`src/rtl/trim_pkg.sv`:
```
package trim_pkg;

    typedef enum logic [2:0] {
        ST_IDLE    = 3'd0,
        ST_SETTLE  = 3'd1,
        ST_REQUEST = 3'd2,
        ST_AWAIT   = 3'd3,
        ST_DONE    = 3'd4
    } seq_state_e;

    typedef enum logic {
        PH_GAIN = 1'b0,
        PH_CM   = 1'b1
    } trim_phase_e;

endpackage

```
`src/rtl/trim_best_tracker.sv`:
```
module trim_best_tracker #(
    parameter int CODE_W = 4,
    parameter int MET_W  = 16
) (
    input  logic              clk,
    input  logic              rst_n,
    input  logic              clr_i,
    input  logic              upd_i,
    input  logic [CODE_W-1:0] cand_code_i,
    input  logic [MET_W-1:0]  metric_i,
    output logic [CODE_W-1:0] best_code_o,
    output logic [MET_W-1:0]  best_metric_o
);

    logic [CODE_W-1:0] best_code_q;
    logic [MET_W-1:0]  best_metric_q;
    logic              better;

    // Strict compare in an ascending sweep keeps the lower code on a tie.
    always_comb begin
        better = (cand_code_i == '0) || (metric_i < best_metric_q);
    end

    always_ff @(posedge clk or negedge rst_n) begin
        if (!rst_n) begin
            best_code_q   <= '0;
            best_metric_q <= '1;
        end else if (clr_i) begin
            best_code_q   <= '0;
            best_metric_q <= '1;
        end else if (upd_i && better) begin
            best_code_q   <= cand_code_i;
            best_metric_q <= metric_i;
        end
    end

    assign best_code_o   = best_code_q;
    assign best_metric_o = best_metric_q;

    // The recorded minimum never grows within one sweep.
    assert_best_monotone_R4: assert property (@(posedge clk) disable iff (!rst_n)
        !clr_i |=> (best_metric_q <= $past(best_metric_q)));

endmodule

```
`src/rtl/trim_seq_fsm.sv`:
```
module trim_seq_fsm
    import trim_pkg::*;
#(
    parameter int CODE_W   = 4,
    parameter int SETTLE_W = 8
) (
    input  logic                clk,
    input  logic                rst_n,
    input  logic                start_i,
    input  logic                meas_valid_i,
    input  logic [SETTLE_W-1:0] settle_cnt_i,
    output seq_state_e          state_o,
    output trim_phase_e         phase_o,
    output logic [CODE_W-1:0]   code_o,
    output logic                clr_o,
    output logic                eval_o,
    output logic                finish_o
);

    localparam logic [CODE_W-1:0] LAST_CODE = {CODE_W{1'b1}};

    seq_state_e            state_q, state_d;
    trim_phase_e           phase_q;
    logic [CODE_W-1:0]     code_q;
    logic [SETTLE_W-1:0]   wait_q;
    logic                  settled;
    logic                  last_code;
    logic                  accept;

    always_comb begin
        settled   = (wait_q == settle_cnt_i);
        last_code = (code_q == LAST_CODE);
        accept    = (state_q == ST_AWAIT) && meas_valid_i;
    end

    // State register
    always_ff @(posedge clk or negedge rst_n) begin
        if (!rst_n) begin
            state_q <= ST_SETTLE;
        end else begin
            state_q <= state_d;
        end
    end

    // Next-state logic
    always_comb begin
        state_d = state_q;
        unique case (state_q)
            ST_IDLE:    if (start_i) state_d = ST_SETTLE;
            ST_SETTLE:  if (settled) state_d = ST_REQUEST;
            ST_REQUEST: state_d = ST_AWAIT;
            ST_AWAIT: begin
                if (meas_valid_i) begin
                    state_d = (last_code && phase_q == PH_CM) ? ST_DONE : ST_SETTLE;
                end
            end
            ST_DONE:    state_d = ST_IDLE;
            default:    state_d = ST_IDLE;
        endcase
    end

    // Sweep position and settle counter
    always_ff @(posedge clk or negedge rst_n) begin
        if (!rst_n) begin
            phase_q <= PH_GAIN;
            code_q  <= '0;
            wait_q  <= '0;
        end else begin
            if (state_q == ST_SETTLE && !settled) begin
                wait_q <= wait_q + 1'b1;
            end else begin
                wait_q <= '0;
            end
            if (state_q == ST_IDLE && start_i) begin
                phase_q <= PH_GAIN;
                code_q  <= '0;
            end else if (accept) begin
                if (last_code) begin
                    code_q <= '0;
                    if (phase_q == PH_GAIN) begin
                        phase_q <= PH_CM;
                    end
                end else begin
                    code_q <= code_q + 1'b1;
                end
            end
        end
    end

    // Outputs
    always_comb begin
        state_o  = state_q;
        phase_o  = phase_q;
        code_o   = code_q;
        clr_o    = (state_q == ST_IDLE) && start_i;
        eval_o   = accept;
        finish_o = accept && last_code && (phase_q == PH_CM);
    end

    assert_req_then_wait_R2: assert property (@(posedge clk) disable iff (!rst_n)
        (state_q == ST_REQUEST) |=> (state_q == ST_AWAIT));

    assert_settle_hold_R2: assert property (@(posedge clk) disable iff (!rst_n)
        (state_q == ST_SETTLE && state_d == ST_SETTLE) |=> ($stable(code_q) && $stable(phase_q)));

    assert_restart_gain_R1: assert property (@(posedge clk) disable iff (!rst_n)
        clr_o |=> (state_q == ST_SETTLE && phase_q == PH_GAIN && code_q == '0));

    assert_start_ignored_R9: assert property (@(posedge clk) disable iff (!rst_n)
        (state_q == ST_REQUEST && start_i) |=> (state_q == ST_AWAIT));

endmodule

```
`src/rtl/trim_cal_sequencer.sv`:
```
module trim_cal_sequencer
    import trim_pkg::*;
#(
    parameter int CODE_W       = 4,
    parameter int MET_W        = 16,
    parameter int SETTLE_W     = 8,
    parameter int MEAS_PERIODS = 50,
    localparam int PER_W       = $clog2(MEAS_PERIODS + 1)
) (
    input  logic                clk,
    input  logic                rst_n,
    input  logic                start_i,
    input  logic [SETTLE_W-1:0] settle_cnt_i,
    input  logic [MET_W-1:0]    target_i,
    input  logic [MET_W-1:0]    gain_limit_i,
    input  logic [MET_W-1:0]    cm_limit_i,
    output logic                meas_req_o,
    output logic [PER_W-1:0]    meas_periods_o,
    input  logic                meas_valid_i,
    input  logic [MET_W-1:0]    meas_value_i,
    output logic [CODE_W-1:0]   gain_code_o,
    output logic [CODE_W-1:0]   cm_code_o,
    output logic                route_diff_o,
    output logic                route_cm_o,
    output logic                done_o,
    output logic                pass_o
);

    seq_state_e        state;
    trim_phase_e       phase;
    logic [CODE_W-1:0] sweep_code;
    logic              clr, eval, finish;
    logic              active;
    logic [MET_W-1:0]  gain_err;
    logic [CODE_W-1:0] gain_best_code, cm_best_code;
    logic [MET_W-1:0]  gain_best_err,  cm_best_val;
    logic              result_q;

    trim_seq_fsm #(
        .CODE_W   (CODE_W),
        .SETTLE_W (SETTLE_W)
    ) u_fsm (
        .clk          (clk),
        .rst_n        (rst_n),
        .start_i      (start_i),
        .meas_valid_i (meas_valid_i),
        .settle_cnt_i (settle_cnt_i),
        .state_o      (state),
        .phase_o      (phase),
        .code_o       (sweep_code),
        .clr_o        (clr),
        .eval_o       (eval),
        .finish_o     (finish)
    );

    always_comb begin
        gain_err = (meas_value_i >= target_i) ? (meas_value_i - target_i)
                                              : (target_i - meas_value_i);
    end

    trim_best_tracker #(
        .CODE_W (CODE_W),
        .MET_W  (MET_W)
    ) u_gain_best (
        .clk           (clk),
        .rst_n         (rst_n),
        .clr_i         (clr),
        .upd_i         (eval && phase == PH_GAIN),
        .cand_code_i   (sweep_code),
        .metric_i      (gain_err),
        .best_code_o   (gain_best_code),
        .best_metric_o (gain_best_err)
    );

    trim_best_tracker #(
        .CODE_W (CODE_W),
        .MET_W  (MET_W)
    ) u_cm_best (
        .clk           (clk),
        .rst_n         (rst_n),
        .clr_i         (clr),
        .upd_i         (eval && phase == PH_CM),
        .cand_code_i   (sweep_code),
        .metric_i      (meas_value_i),
        .best_code_o   (cm_best_code),
        .best_metric_o (cm_best_val)
    );

    // Result-valid flag: set by the last common-mode result, cleared on restart
    always_ff @(posedge clk or negedge rst_n) begin
        if (!rst_n) begin
            result_q <= 1'b0;
        end else if (clr) begin
            result_q <= 1'b0;
        end else if (finish) begin
            result_q <= 1'b1;
        end
    end

    always_comb begin
        active         = (state == ST_SETTLE) || (state == ST_REQUEST) || (state == ST_AWAIT);
        route_diff_o   = active && (phase == PH_GAIN);
        route_cm_o     = active && (phase == PH_CM);
        gain_code_o    = route_diff_o ? sweep_code : gain_best_code;
        cm_code_o      = route_cm_o   ? sweep_code : cm_best_code;
        meas_req_o     = (state == ST_REQUEST);
        done_o         = (state == ST_DONE);
        meas_periods_o = PER_W'(MEAS_PERIODS);
        pass_o         = result_q && (gain_best_err < gain_limit_i) && (cm_best_val < cm_limit_i);
    end

    assert_route_excl_R3: assert property (@(posedge clk) disable iff (!rst_n)
        !(route_diff_o && route_cm_o));

    assert_gain_frozen_R5: assert property (@(posedge clk) disable iff (!rst_n)
        (route_cm_o && $past(route_cm_o)) |-> $stable(gain_code_o));

    assert_done_pulse_R7: assert property (@(posedge clk) disable iff (!rst_n)
        done_o |=> !done_o);

    assert_req_routed_R2: assert property (@(posedge clk) disable iff (!rst_n)
        meas_req_o |-> (route_diff_o || route_cm_o));

endmodule

```
`config.mk`:
```
export PLATFORM = sky130hd
export DESIGN_NAME = trim_cal_sequencer
export DESIGN_NICKNAME = d
export VERILOG_FILES = /design/src/rtl/trim_pkg.sv /design/src/rtl/trim_best_tracker.sv /design/src/rtl/trim_seq_fsm.sv /design/src/rtl/trim_cal_sequencer.sv
export SDC_FILE = /design/constraint.sdc
export NUM_CORES = 1
export LEC_CHECK = 0
export ABC_AREA = 1
export BUFFER_PORTS_ARGS = -buffer_cell sky130_fd_sc_hd__clkbuf_2
export CAP_MARGIN = 20
export CORE_MARGIN = 2
export CORE_UTILIZATION = 50
export DETAILED_ROUTE_END_ITERATION = 7
export PLACE_DENSITY = 0.71
export SYNTH_ARGS = -nofsm -noshare
export SYNTH_HDL_FRONTEND = slang
export SYNTH_SLANG_ARGS = --single-unit
```
`constraint.sdc`:
```
create_clock -name clk -period 2.3 [get_ports clk]
set_input_delay 0.46 -clock clk [delete_from_list [all_inputs] [get_ports clk]]
set_output_delay 0.46 -clock clk [all_outputs]
set_load 0.01 [all_outputs]
```
Yosys cells after proc, flatten, opt, wreduce, memory -nomap -nowiden --
Index checks and enable logic that the tools add are counted.
Cells by class: eq/ne operators 9, $mul 0, $lt $le $gt $ge 5, bitwise gates (word level) 1, add/subtract/negate cells 4, mux-type cells 25, shift operators 0, reduce and logical (&&, ||, !) cells 28, div/mod/pow operators 0
Operator list (count):
- $mux 16 | 5
- $lt 16x16->1 | 4
- $mux 4 | 9
- $sub 16x16->16 | 2
- $ge 16x16->1 | 1
- $logic_and 1x1->1 | 14
- $mux 3 | 4
- $pmux 3 s4 | 1
- $reduce_bool 2->1 | 5
- $add 8x1->8 const B | 1
- $eq 8x8->1 | 1
- $mux 8 | 1
- $eq 3x2->1 const B | 2
- $mux 1 | 5
- $add 4x1->4 const B | 1
- $eq 4x4->1 const B | 1
- $logic_not 4->1 | 1
- $logic_or 1x1->1 | 4
- $ne 2x2->1 const B | 2
- $eq 3x1->1 const B | 1
- $eq 3x3->1 const B | 1
- $logic_not 3->1 | 1
- $reduce_and 3->1 | 1
- $ne 2x1->1 const B | 1
- other kinds (3) | 3
Storage, ports and cells: bits in latches 0, bits of input ports 76, bits in registers 57, output and inout port bits 19, memories 0, bits in read-only memories 0, logic and storage cells 81, memory bits (writable) 0

Depth between registers and ports, before layout --
Gate-level depths: netlist of the first run.
word-level depth 7, depth in mapped cells 29, depth with buffers taken out 27

By module --
A second synthesis of the first run with hierarchy kept.
Unflattened totals: cells, all modules 1072, area total of the unflattened synthesis 6897.9 um2
Modules (own cells, without submodules):
- trim_cal_sequencer | cells each 600, instances 1, area each 3148.0 um2, sequential area each 25.0 um2
- trim_best_tracker | cells each 173, instances 2, area each 1387.6 um2, sequential area each 520.5 um2
- trim_seq_fsm | cells each 126, instances 1, area each 974.7 um2, sequential area each 401.6 um2

Worst setup path after synthesis of the first run --
OpenSTA, ideal clock, no wires.
path kind input to register, from input port meas_value_i[0], to register u_gain_best.best_metric_q[10], in the netlist u_gain_best.best_metric_o[10], library setup time 61 ps, path buffers 2, stages 27, slack -944 ps, data arrival time 3183 ps, data required time 2239 ps, cell sequence inv_1 > ha_1 > inv_1 > fa_1 > nand3_1 > nand3_1 > nand2_2 > nand3_2 > nand2_2 > nand2_4 > buf_6 > nand2_1 > nand2_1 > ha_1 > nand2_1 > inv_1 > nor2_1 > o21a_1 > nand2_1 > nand2_1 > nand2_1 > nand2_1 > nand2_1 > nand2_1 > buf_4 > nand2_1 > nand2_1
Between the ends: longest elaborated chain between the ends 6, elaborated cells between the ends (all ways) 10, those cells by class add/sub: 2; order compare: 2; mux: 3; reduce/logical: 3
Ends and longest elaborated chain:
- start: declaration | line trim_cal_sequencer.sv:20 | input logic [MET_W-1:0] meas_value_i,
- $sub 16x16->16, or another cell as far along | line trim_cal_sequencer.sv:58 | : (target_i - meas_value_i);
- $mux 16 (*) | line trim_cal_sequencer.sv:57 | gain_err = (meas_value_i >= target_i) ? (meas_value_i - target_i)
- $lt 16x16->1 | line trim_best_tracker.sv:21 | better = (cand_code_i == '0) || (metric_i < best_metric_q);
- $logic_or 1x1->1 | line trim_best_tracker.sv:21
- $logic_and 1x1->1 | line trim_best_tracker.sv:31 | end else if (upd_i && better) begin
- $reduce_bool 2->1 (no source line)
- end signal: assignment | line trim_best_tracker.sv:33 | best_metric_q <= metric_i;
- end: declaration | line trim_best_tracker.sv:16 | logic [MET_W-1:0] best_metric_q;
Mark *: on every way between the ends. The rest lies on a longest branch, timed or not. The select of a mux whose other input is x is not followed. A chain may end at the register's enable or synchronous reset.

Worst setup path after layout of the first run --
from input port meas_value_i[0], to register u_gain_best.best_metric_q[6], in the netlist u_gain_best.best_metric_o[6]
The elaborated chain is that of the path after synthesis.

==> results of run 1 <==
synthesized netlist by cell type, drive strengths merged, types with 14 or more instances:
| cell type | n | area (sq um) |
|---|---|---|
| nand2 | 355 | 1378 |
| inv | 205 | 772.0 |
| nand3 | 102 | 540.5 |
| ha | 94 | 1176 |
| nor2 | 47 | 193.9 |
| a21oi | 46 | 245.2 |
| dfstp | 33 | 867.1 |
| buf | 29 | 203.9 |
| o21ai | 27 | 138.9 |
| dfrtp | 24 | 600.6 |
| nand4 | 19 | 118.9 |
| xor2 | 14 | 122.6 |
worst paths after layout:
kind	to	startpoint
setup / recovery	u_gain_best.best_metric_o[6]	meas_value_i[0]
hold / removal	u_gain_best.best_code_o[3]	rst_n
setup reg to reg	u_gain_best.best_code_o[1]	u_gain_best.best_metric_o[7]
hold reg to reg	u_gain_best.best_metric_o[12]	u_gain_best.best_metric_o[12]
max in group asynchronous	u_fsm.wait_q[1]	rst_n
min in group clk	u_fsm.state_o[0]	start_i
what timing repair did:
action	4_1_cts	5_1_grt
setup endpoints to repair	21	40
cloned	2	0
buffers inserted	12	7
endpoints found under the hold margin	0	0
pin swaps	36	44
gates resized for setup	81	67
area by class of cell:
| cell class | count | area [sq um] |
|---|---|---|
| timing repair buffer | 216 | 1548 |
| fill | 1062 | 3779 |
| sequential | 57 | 1468 |
| inverter | 205 | 797.0 |
| multi-input combinational | 750 | 4980 |
| tap | 176 | 220.2 |
| clock buffer | 11 | 242.7 |
| clock inverter | 5 | 103.9 |
worst max-delay path, delay by kind of cell:
| family | cells | cell delay [ns] |
|---|---|---|
| fa+ha+maj | 3 | 0.77 |
| buf+inv | 5 | 0.52 |
| simple gates | 19 | 1.74 |
sequential cells by signal (all words and copies together), names as in the netlist:
name	cells
u_cm_best.best_metric_o	16
u_fsm.phase_o	1
u_cm_best.best_code_o	4
u_fsm.state_o	3
result_q	1
u_gain_best.best_code_o	4
u_fsm.wait_q	8
u_gain_best.best_metric_o	16
u_fsm.code_o	4
routing by layer:
metal  share of wire  global-route usage  vias to the layer above  wire length (microns)
met2            0.48              0.4236                      205                   8917
met4           0.026             0.09118                        0                    476
li1                -                   -                     3633                      -
met3           0.042             0.03232                       41                    786
met5               0                   0                        -                      0
met1            0.45              0.3345                     3248                   8378
cell families (layout without fill, tap and decap cells):
logic type | count (synthesis) | in the layout | synth area share
compound gates | 81 | 81 | 0.06623
other cells | 2 | 6 | 0.001126
simple gates | 544 | 545 | 0.3544
flops | 57 | 57 | 0.2201
xor+xnor | 22 | 22 | 0.02889
buf+inv | 235 | 437 | 0.1469
fa+ha+maj | 96 | 96 | 0.1824
stage by stage:
step / setup slack (ns) / setup TNS (ns) / area [sq um] / hold slack, ns / utilization
floorplan: -0.6980 / -13.47 / 6804 / 0.1644 / -
global placement: -1.011 / -20.01 / 8098 / 0.4718 / 0.6164
detailed placement: -1.090 / -21.09 / 8098 / 0.4805 / 0.6164
CTS: -0.6894 / -13.34 / 8975 / 0.2839 / 0.6831
global route: -0.9999 / -20.64 / 9359 / 0.3286 / 0.7124
finish: -0.9435 / -18.11 / 9359 / 0.2585 / 0.7124
report_power, final:
group          switching [mW]  internal (mW)
clock                   0.487           1.09
sequential              0.363           1.59
combinational            2.52           1.95
==> summary.txt, run 1 <==
outcome -> finished, violations left
failing checks -> negative setup slack
EDFF count, synth -> 0
post-route clock skew -> 0.01085 ns
pin count of the biggest net entering global routing -> 58
CORE AREA -> 13140 sq um
area grow syn2layout -> 40.34%
layout cells sized above 1 -> 0.3376
relative slew slack -> 0.5147
vias per inst -> 5.019
DR pass1 iterations -> 8
Via Count -> 7127
placed insts -> 1383
commonest non-fill, non-tap cell in the layout -> nand2_1
R2R Setup Slk -> -0.03 ns
Final Max Tran Viols -> 0
Post-synth ARST share -> 1.000
GRT Overall Usage -> 0.2526
final cell count without fillers -> 1420
Post-Syn Instances -> 1037
nets -> 1411
most frequent cells in the layout -> 299 x nand2_1, 195 x inv_1, 115 x buf_4, 86 x clkbuf_2, 73 x nand3_1
Die H -> 119.5 microns
FP Rows -> 42
Post-DP HPWL -> 13.33 mm
Distinct cells, synth -> 43
Most common cell on crit path -> nand2_1
Total Power -> 7.995 mW
Critical Path Fanout Max -> 8
Reg2Reg Depth -> 16
routed wire length per instance -> 13.07 microns
DRC -> 0
fin crit period -> 3.244 ns
Slew @ Worst Pin -> 0.7279 ns
Largest stage delay, worst path -> 0.36 ns
die width -> 119.5 microns
die area -> 14280 sq um
Critical-path top delay cell -> fa_2
RSZ-0062 raised after global routing -> true
total CTS buffers -> 9
Crit Path Category -> in2reg
antenna violations before repair -> 0
max capacitance violation total -> 0
Max clock buf depth -> 2
Startpoint Class -> input pin
Ports -> 95
CTS Sinks -> 57
Max VDD drop -> 0.4167 mV
data arrival time of the critical path -> 3.51 ns
antenna viol nets, final -> 0
worst setup margin -> -0.9435 ns
Worst Path Required -> 2.57 ns
CTS tree -> done
WL final -> 18.56 mm
cts hold-fix bufs -> 0
post-synthesis cell area -> 6669 sq um
GR Overflow Total -> 0
Hold Crit Class -> in2async
Worst-Skew Late Latency -> 0.35 ns
Syn Area/Cell -> 6.431 sq um
H-Tree Depth -> 3
vias in the first global route -> 6669
IO Port Bufs -> 88
first-pass GRT wire length -> 29.63 mm
final hold violation count -> 0
crit end category -> register
Ys Warns -> 0
GPL Wtd Cong -> 0.9208
Setup-failing EPs final -> 21
Starting Density -> 0.5076
ant diodes -> 0
initial drt markers -> 504
CTS root buffer -> clkbuf_16
clock-pin transition on the worst setup and hold timing paths -> 0.06 ns
Leakage -> 5.340 nW
Final period util -> 1.410
fmax -> 308.3 MHz
Pwr Density -> 854.3 nW/um^2
post-synthesis register bit count -> 57
sequential share of the synthesized area -> 0.2201
ys flop type -> dfstp_2
Note: power is estimated with default switching activity, not from simulation.
==> run 2: changes to the inputs <==
--- a/config.mk
+++ b/config.mk
@@ -8,10 +8,10 @@
 export ABC_AREA = 1
 export BUFFER_PORTS_ARGS = -buffer_cell sky130_fd_sc_hd__clkbuf_2
 export CAP_MARGIN = 20
-export CORE_MARGIN = 2
 export CORE_UTILIZATION = 50
 export DETAILED_ROUTE_END_ITERATION = 7
 export PLACE_DENSITY = 0.71
 export SYNTH_ARGS = -nofsm -noshare
 export SYNTH_HDL_FRONTEND = slang
+export SYNTH_HIERARCHICAL = 1
 export SYNTH_SLANG_ARGS = --single-unit
==> run 2 against run 1 <==
Effect of this change: the flow still finishes with violations (negative setup slack); sequential cell count is the same; die area about the same; design area is 1.6% higher; global-route usage up 3.3 points; power grew 2.8%; wire length grew 14%; maximum frequency grew 5.8%; largest power group unchanged.
==> summary.txt, run 2 <==
Crit Path Category -> in2reg
pin count of the biggest net entering global routing -> 30 (-48%)
Startpoint Class -> input pin
Hold Slack -> 0.1456 ns (-0.1129 ns)
R2R Setup Slk -> 0.09 ns (+0.12 ns)
Max VDD drop -> 0.7211 mV (+73%)
post-synth top area cell -> nand2_1
H-Tree Depth -> 3 (unchanged)
synth top area cells -> nand2_1 18%, ha_1 17%, dfstp_2 13%
Buffers & Inverters on Critical Path -> 4 (-1)
data arrival time of the critical path -> 3.28 ns (-0.23 ns)
final hold violation count -> 0 (unchanged)
CTS root buffer -> clkbuf_16
most frequent cell after synthesis -> nand2_1
outcome -> finished, violations left
RSZ-0062 raised after global routing -> true
relative slew slack -> 0.5442 (+0.02945)
worst setup margin -> -0.7662 ns (+0.1774 ns)
routed wire length per instance -> 14.52 microns (+11%)
Slew @ Worst Pin -> 0.6812 ns (-0.04669 ns)
Most common cell on crit path -> nand2_1
EDFF count, synth -> 0 (unchanged)
clock-pin transition on the worst setup and hold timing paths -> 0.05 ns (about the same)
Synth top area share -> 0.1779 (-0.01399)
Critical Path, Cell by Cell -> clkbuf_2, inv_1, ha_1, buf_4, nand2_2, nor2_2, nand2_1, nand3b_1, xor2_1, nand2_4, o21ai_4, ha_4, a21oi_2, nor2_1, nor3_1, nand2_1, nand2_1, nand2_2, nand2_4, nand2_8, buf_6, nand3_2, nand2_1
commonest non-fill, non-tap cell in the layout -> nand2_1
die width -> 119.5 microns (about the same)
Ys Warns -> 6 (+6)
first-pass GRT wire length -> 32.55 mm (+9.9%)
antenna viol nets, final -> 0 (unchanged)
crit end category -> register
ant diodes -> 0 (unchanged)
max capacitance violation total -> 0 (unchanged)
Worst-Skew Late Latency -> 0.33 ns (-0.02 ns)
post-synthesis register bit count -> 57 (unchanged)
CP delay by family, top -> simple AND/OR/NAND/NOR gates
Ports -> 95 (unchanged)
CORE AREA -> 13350 sq um (+1.6%)
GRT Overall Usage -> 0.2857 (+0.03313)
antenna violations before repair -> 0 (unchanged)
FP Rows -> 42 (unchanged)
Post-DP Area -> 8220 sq um (+1.5%)
post-route clock skew -> 0.006661 ns (-0.004188 ns)
post-synthesis cell area -> 6898 sq um (+3.4%)
RR Startpoint -> u_cm_best/best_metric_o[15]
initial drt markers -> 570 (+13%)
die area -> 14270 sq um (about the same)
failing checks -> negative setup slack
Setup WS pre-CTS -> -1.098 ns (-0.008300 ns)
Critical Path Fanout Max -> 5 (-3)
WL final -> 21.12 mm (+14%)
Reg-to-Reg End -> u_cm_best/best_metric_o[15]
ys flop type -> dfstp_2
Syn Area/Cell -> 6.435 sq um (about the same)
placed insts -> 1412 (+2.1%)
Die H -> 119.5 microns (about the same)
Pwr Density -> 863.9 nW/um^2 (+1.1%)
CTS tree -> done
CTS Sinks -> 57 (unchanged)
total CTS buffers -> 9 (unchanged)
Worst Path Required -> 2.51 ns (-0.06 ns)
Hold Crit Class -> in2async
nets -> 1445 (+2.4%)
Setup-failing EPs final -> 21 (unchanged)
GR Overflow Total -> 0 (unchanged)
Max clock buf depth -> 2 (unchanged)
DRC -> 0 (unchanged)
Via Count -> 7424 (+4.2%)
Post-DP HPWL -> 15.03 mm (+13%)
Leakage -> 5.340 nW (about the same)
Post-synth ARST share -> 1.000 (unchanged)
Starting Density -> 0.5168 (+0.009160)
Distinct cells, synth -> 44 (+2.3%)
Final period util -> 1.333 (-0.07711)
Post-synth top cells -> 327 x nand2_1, 213 x inv_1, 93 x ha_1
vias in the first global route -> 7123 (+6.8%)
total negative slack -> -15.13 ns (+2.975 ns)
fmax -> 326.1 MHz (+5.8%)
GPL Wtd Cong -> 0.9578 (+4.0%)
Critical-path top delay cell -> ha_1
Largest stage delay, worst path -> 0.31 ns (-0.05 ns)
Post-Syn Instances -> 1072 (+3.4%)
DR pass1 iterations -> 7 (-1)
IO Port Bufs -> 88 (unchanged)
Final Max Tran Viols -> 0 (unchanged)
area grow syn2layout -> 37.91%
vias per inst -> 5.102 (+1.7%)
final cell count without fillers -> 1455 (+2.5%)
design area -> 9513 sq um (+1.6%)
fin crit period -> 3.066 ns (-0.1774 ns)
Reg2Reg Depth -> 14 (-2)
sequential share of the synthesized area -> 0.2128 (-0.007305)
layout cells sized above 1 -> 0.3737 (+0.03611)
most frequent cells in the layout -> 290 x nand2_1, 203 x inv_1, 116 x buf_4, 86 x clkbuf_2, 69 x ha_1
-- run 2: kinds of logic (layout without fill, tap and decap cells) --
kind of cell               count (synthesis)  count (layout)  synth area share
other                                      2               6          0.001089
AOI/OAI and AO/OA                         85              85           0.06675
buffers and inverters                    247             449            0.1458
xor gates and xnor gates                  18              18           0.02286
and+or+nand+nor                          568             569            0.3762
DFF                                       57              57            0.2128
adders and majority gates                 95              95            0.1745
-- run 2: layout make-up --
type / count / area (sq um)
tap: 176 / 220.2
inverter: 220 / 839.6
fill: 1094 / 3835
clock buffer: 11 / 242.7
timing repair buffer: 213 / 1486
clock inverter: 5 / 55.05
multi-input combinational: 773 / 5201
sequential: 57 / 1468
-- run 2: per-stage QoR --
step | utilization | power [mW]
after floorplan | - | 4.642
after global placement | 0.6159 | 5.615
after detailed placement | 0.6159 | 5.732
after CTS | 0.6774 | 7.505
after global routing | 0.7127 | 8.842
final | 0.7127 | 8.218
-- run 2: how the worst max path moves through the flow --
stage               slack (ns)            start  depth (start not counted)                            end
floorplan                -0.67  meas_value_i[0]                         26   u_gain_best/best_metric_o[0]
global placement         -1.06  meas_value_i[8]                         23  u_gain_best/best_metric_o[15]
detailed placement       -1.10     target_i[11]                         25   u_gain_best/best_metric_o[7]
CTS                      -0.67  meas_value_i[0]                         26     u_gain_best/best_code_o[3]
global route             -0.91  meas_value_i[0]                         27     u_gain_best/best_code_o[2]
finish                   -0.77      target_i[4]                         23     u_gain_best/best_code_o[3]
-- run 2: timing repair --
| action | in CTS | in global routing |
|---|---|---|
| endpoints found under the setup margin | 21 | 44 |
| buffers inserted | 15 | 9 |
| gates cloned | 4 | 0 |
| pin swaps | 20 | 41 |
| endpoints found under the hold margin | 0 | 0 |
| gates resized for setup | 62 | 94 |
| hold buffers | 0 | 0 |
-- run 2: routing by layer --
metal / share of wire / vias up / global-route usage / routed length, microns
li1: - / 3713 / - / -
met1: 0.44 / 3434 / 0.3633 / 9288
met2: 0.49 / 240 / 0.4931 / 10370
met3: 0.050 / 37 / 0.04550 / 1054
met4: 0.019 / 0 / 0.08750 / 407
met5: 0 / - / 0 / 0
-- run 2: power by group --
group | total, mW | switching [mW] | internal (mW)
sequential | 2.06 | 0.468 | 1.59
combinational | 4.84 | 2.69 | 2.15
clock | 1.32 | 0.462 | 0.862
==> run 3: changes to the inputs <==
--- a/config.mk
+++ b/config.mk
@@ -5,12 +5,11 @@
 export SDC_FILE = /design/constraint.sdc
 export NUM_CORES = 1
 export LEC_CHECK = 0
-export ABC_AREA = 1
 export BUFFER_PORTS_ARGS = -buffer_cell sky130_fd_sc_hd__clkbuf_2
 export CAP_MARGIN = 20
 export CORE_UTILIZATION = 50
 export DETAILED_ROUTE_END_ITERATION = 7
-export PLACE_DENSITY = 0.71
+export PLACE_DENSITY = 0.72
 export SYNTH_ARGS = -nofsm -noshare
 export SYNTH_HDL_FRONTEND = slang
 export SYNTH_HIERARCHICAL = 1
==> run 3 against run 2 <==
Effect of this change: the run still ends with negative setup slack left; clock skew hardly changed; wire length is 1.7% higher; first-iteration DRC count is 25% lower; area after synthesis is 11% lower; power is 13% lower; via count is 9.9% lower; sequential share of layout area is 0.22 points lower; register-to-register slack worse by 0.56 ns; non-clock buffer count is 76 higher.
==> summary.txt, run 3 <==
clock-pin transition on the worst setup and hold timing paths -> 0.06 ns (about the same)
relative slew slack -> 0.4855 (-0.05866)
largest family of logic cells by synthesized area -> compound AO/OA/AOI/OAI gates
mux share of post-synthesis cell area -> 0.04496 (+0.04496)
Final Max Tran Viols -> 0 (unchanged)
die area -> 12750 sq um (-11%)
RSZ-0062 raised after global routing -> true
CTS root buffer -> clkbuf_16
outcome -> finished, violations left
post-synthesis cell area -> 6151 sq um (-11%)
Synth top area share -> 0.1892 (+0.01124)
routed wire length per instance -> 18.49 microns (+27%)
most frequent cells in the layout -> 172 x buf_4, 128 x inv_1, 79 x ha_1, 78 x clkbuf_2, 53 x nand2_1
initial drt markers -> 430 (-25%)
nets -> 1180 (-18%)
GR Overflow Total -> 0 (unchanged)
antenna violations before repair -> 0 (unchanged)
Die H -> 112.9 microns (-5.5%)
first-pass GRT wire length -> 32.21 mm (-1.0%)
CORE AREA -> 12010 sq um (-10%)
area grow syn2layout -> 56.94%
Post-DP HPWL -> 13.01 mm (-13%)
final cell count without fillers -> 1161 (-20%)
post-synth top area cell -> ha_1
worst setup margin -> -1.839 ns (-1.072 ns)
commonest non-fill, non-tap cell in the layout -> buf_4
Synth Area in Compound Gates -> 0.2382 (+0.1715)
Worst Path Required -> 2.51 ns (about the same)
crit end category -> register
Starting Density -> 0.5121 (-0.004696)
total CTS buffers -> 9 (unchanged)
post-synthesis register bit count -> 57 (unchanged)
Ports -> 95 (unchanged)
sequential share of the synthesized area -> 0.2386 (+0.02584)
Crit Path Category -> in2reg
Hold Crit Class -> in2async
synth top area cells -> ha_1 19%, dfstp_2 14%, dfrtp_1 9.8%
Leakage -> 4.960 nW (-7.1%)
fmax -> 241.6 MHz (-26%)
pin count of the biggest net entering global routing -> 58 (+93%)
Post-Syn Instances -> 737 (-31%)
Worst-Skew Late Latency -> 0.34 ns (about the same)
Startpoint Class -> input pin
GRT Overall Usage -> 0.3166 (+0.03084)
Slew @ Worst Pin -> 0.7718 ns (+0.09051 ns)
design area -> 9653 sq um (+1.5%)
Synth Area in XOR/XNOR -> 0.04129 (+0.01844)
WL final -> 21.47 mm (+1.7%)
total negative slack -> -38.76 ns (-23.63 ns)
Setup-failing EPs final -> 49 (+130%)
vias in the first global route -> 6874 (-3.5%)
Max VDD drop -> 0.4060 mV (-44%)
GPL Wtd Cong -> 0.8709 (-9.1%)
data arrival time of the critical path -> 4.34 ns (+1.06 ns)
failing checks -> negative setup slack
CTS tree -> done
Final period util -> 1.799 (+0.4663)
CTS Sinks -> 57 (unchanged)
Via Count -> 6692 (-9.9%)
placed insts -> 1091 (-23%)
fin crit period -> 4.139 ns (+1.072 ns)
FP Rows -> 40 (-4.8%)
H-Tree Depth -> 3 (unchanged)
vias per inst -> 5.764 (+13%)
ys flop type -> dfstp_2
most frequent cell after synthesis -> inv_1
die width -> 112.9 microns (-5.5%)
IO Port Bufs -> 88 (unchanged)
DRC -> 0 (unchanged)
antenna viol nets, final -> 0 (unchanged)
EDFF count, synth -> 0 (unchanged)
Pwr Density -> 742.0 nW/um^2 (-14%)
Distinct cells, synth -> 64 (+45%)
DR pass1 iterations -> 6 (-1)
Critical Path Fanout Max -> 7 (+2)
max capacitance violation total -> 0 (unchanged)
final hold violation count -> 0 (unchanged)
Post-DP Area -> 7828 sq um (-4.8%)
ant diodes -> 0 (unchanged)
adder-cell area share of the yosys netlist -> 0.1957 (+0.02119)
Post-synth ARST share -> 1.000 (unchanged)
Post-synth top cells -> 136 x inv_1, 93 x ha_1, 60 x nand2_1
Total Power -> 7.162 mW (-13%)
Ys Warns -> 6 (unchanged)
Syn Area/Cell -> 8.346 sq um (+30%)
post-route clock skew -> 0.006970 ns (+0.0003098 ns)
layout cells sized above 1 -> 0.4556 (+0.08189)
cts hold-fix bufs -> 0 (unchanged)
Max clock buf depth -> 2 (unchanged)
Post-Synth Simple-Gate Area -> 0.1192 (-0.2570)
-- run 3: cell count changes after synthesis, sizes merged, moves of 9 or more --
cell	change
nand2	-298
inv	-80
xnor2	+9
nand3	-77
mux2i	+22
nor2	-18
a21o	+17
or2	-30
nand4	-9
o311ai	+33
o211ai	+35
-- run 3: through the flow --
step	hold WS [ns]	setup WS, ns	util
6_report	0.2709	-1.839	0.8036
5_1_grt	0.3288	-1.984	0.8036
4_1_cts	0.2948	-1.513	0.7623
3_5_place_dp	0.4917	-2.164	0.6517
3_3_place_gp	0.4758	-2.006	0.6517
2_1_floorplan	0.1644	-1.692	-
-- run 3: where the power goes --
part	internal, mW	switching, mW
clock network	0.864	0.508
logic	2.04	2.01
registers	1.40	0.345
-- run 3: per-layer routing --
metal	share of wire	wire [microns]	vias up	GRT usage
met5	0	0	-	0
met4	0.039	839	0	0.1491
met3	0.053	1130	83	0.04874
met2	0.51	10960	309	0.5621
met1	0.40	8539	3183	0.3756
li1	-	-	3117	-
-- run 3: final timing paths --
path	startpoint	to	slack (ns)	cells after the start
max	meas_value_i[0]	u_gain_best/best_metric_o[14]	-1.84	20
min	rst_n	u_fsm/wait_q[5]	0.27	2
max reg2reg	u_fsm/state_o[0]	u_gain_best/best_metric_o[14]	-0.47	9
min reg2reg	u_cm_best/best_metric_o[0]	u_cm_best/best_metric_o[0]	0.53	2
max in group asynchronous	rst_n	u_cm_best/best_code_o[2]	1.52	2
min in group clk	meas_value_i[15]	u_cm_best/best_metric_o[15]	0.42	3
-- run 3: final cells by class --
| class | count | area, sq um |
|---|---|---|
| Clock buffer | 11 | 242.7 |
| Tap cell | 147 | 183.9 |
| Fill cell | 694 | 2359 |
| Clock inverter | 5 | 55.05 |
| Sequential cell | 57 | 1468 |
| Timing Repair Buffer | 289 | 2225 |
| Multi-Input combinational cell | 514 | 4941 |
| Inverter | 138 | 538.0 |
-- run 3: critical path, cell delays in order --
cell       delay [ns]
clkbuf_16        0.13
clkinv_4         0.04
ha_4             0.13
fa_2             0.20
nand3b_1         0.12
nand2_2          0.07
o221ai_2         0.18
o211ai_1         0.17
a221oi_4         0.43
buf_6            0.16
buf_6            0.09
mux2i_2          0.25
xnor2_2          0.15
ha_1             0.28
o21ai_0          0.23
nor2_1           0.12
or3_4            0.42
buf_16           0.18
o311ai_2         0.31
o211ai_1         0.19
-- run 3: repair_timing --
item                       CTS  global route
gates resized for setup    114            77
pin swaps                   54            39
setup endpoints to repair   45            50
gates cloned                 4             1
setup buffers               37            19
-- run 3: cells by family (layout without fill, tap and decap cells) --
kind of cell,after synthesis,count (layout)
simple gates,153,153
other cells,2,6
mux,27,27
compound gates,202,204
fa+ha+maj,95,95
flops,57,57
xor+xnor,29,29
buf+inv,172,443
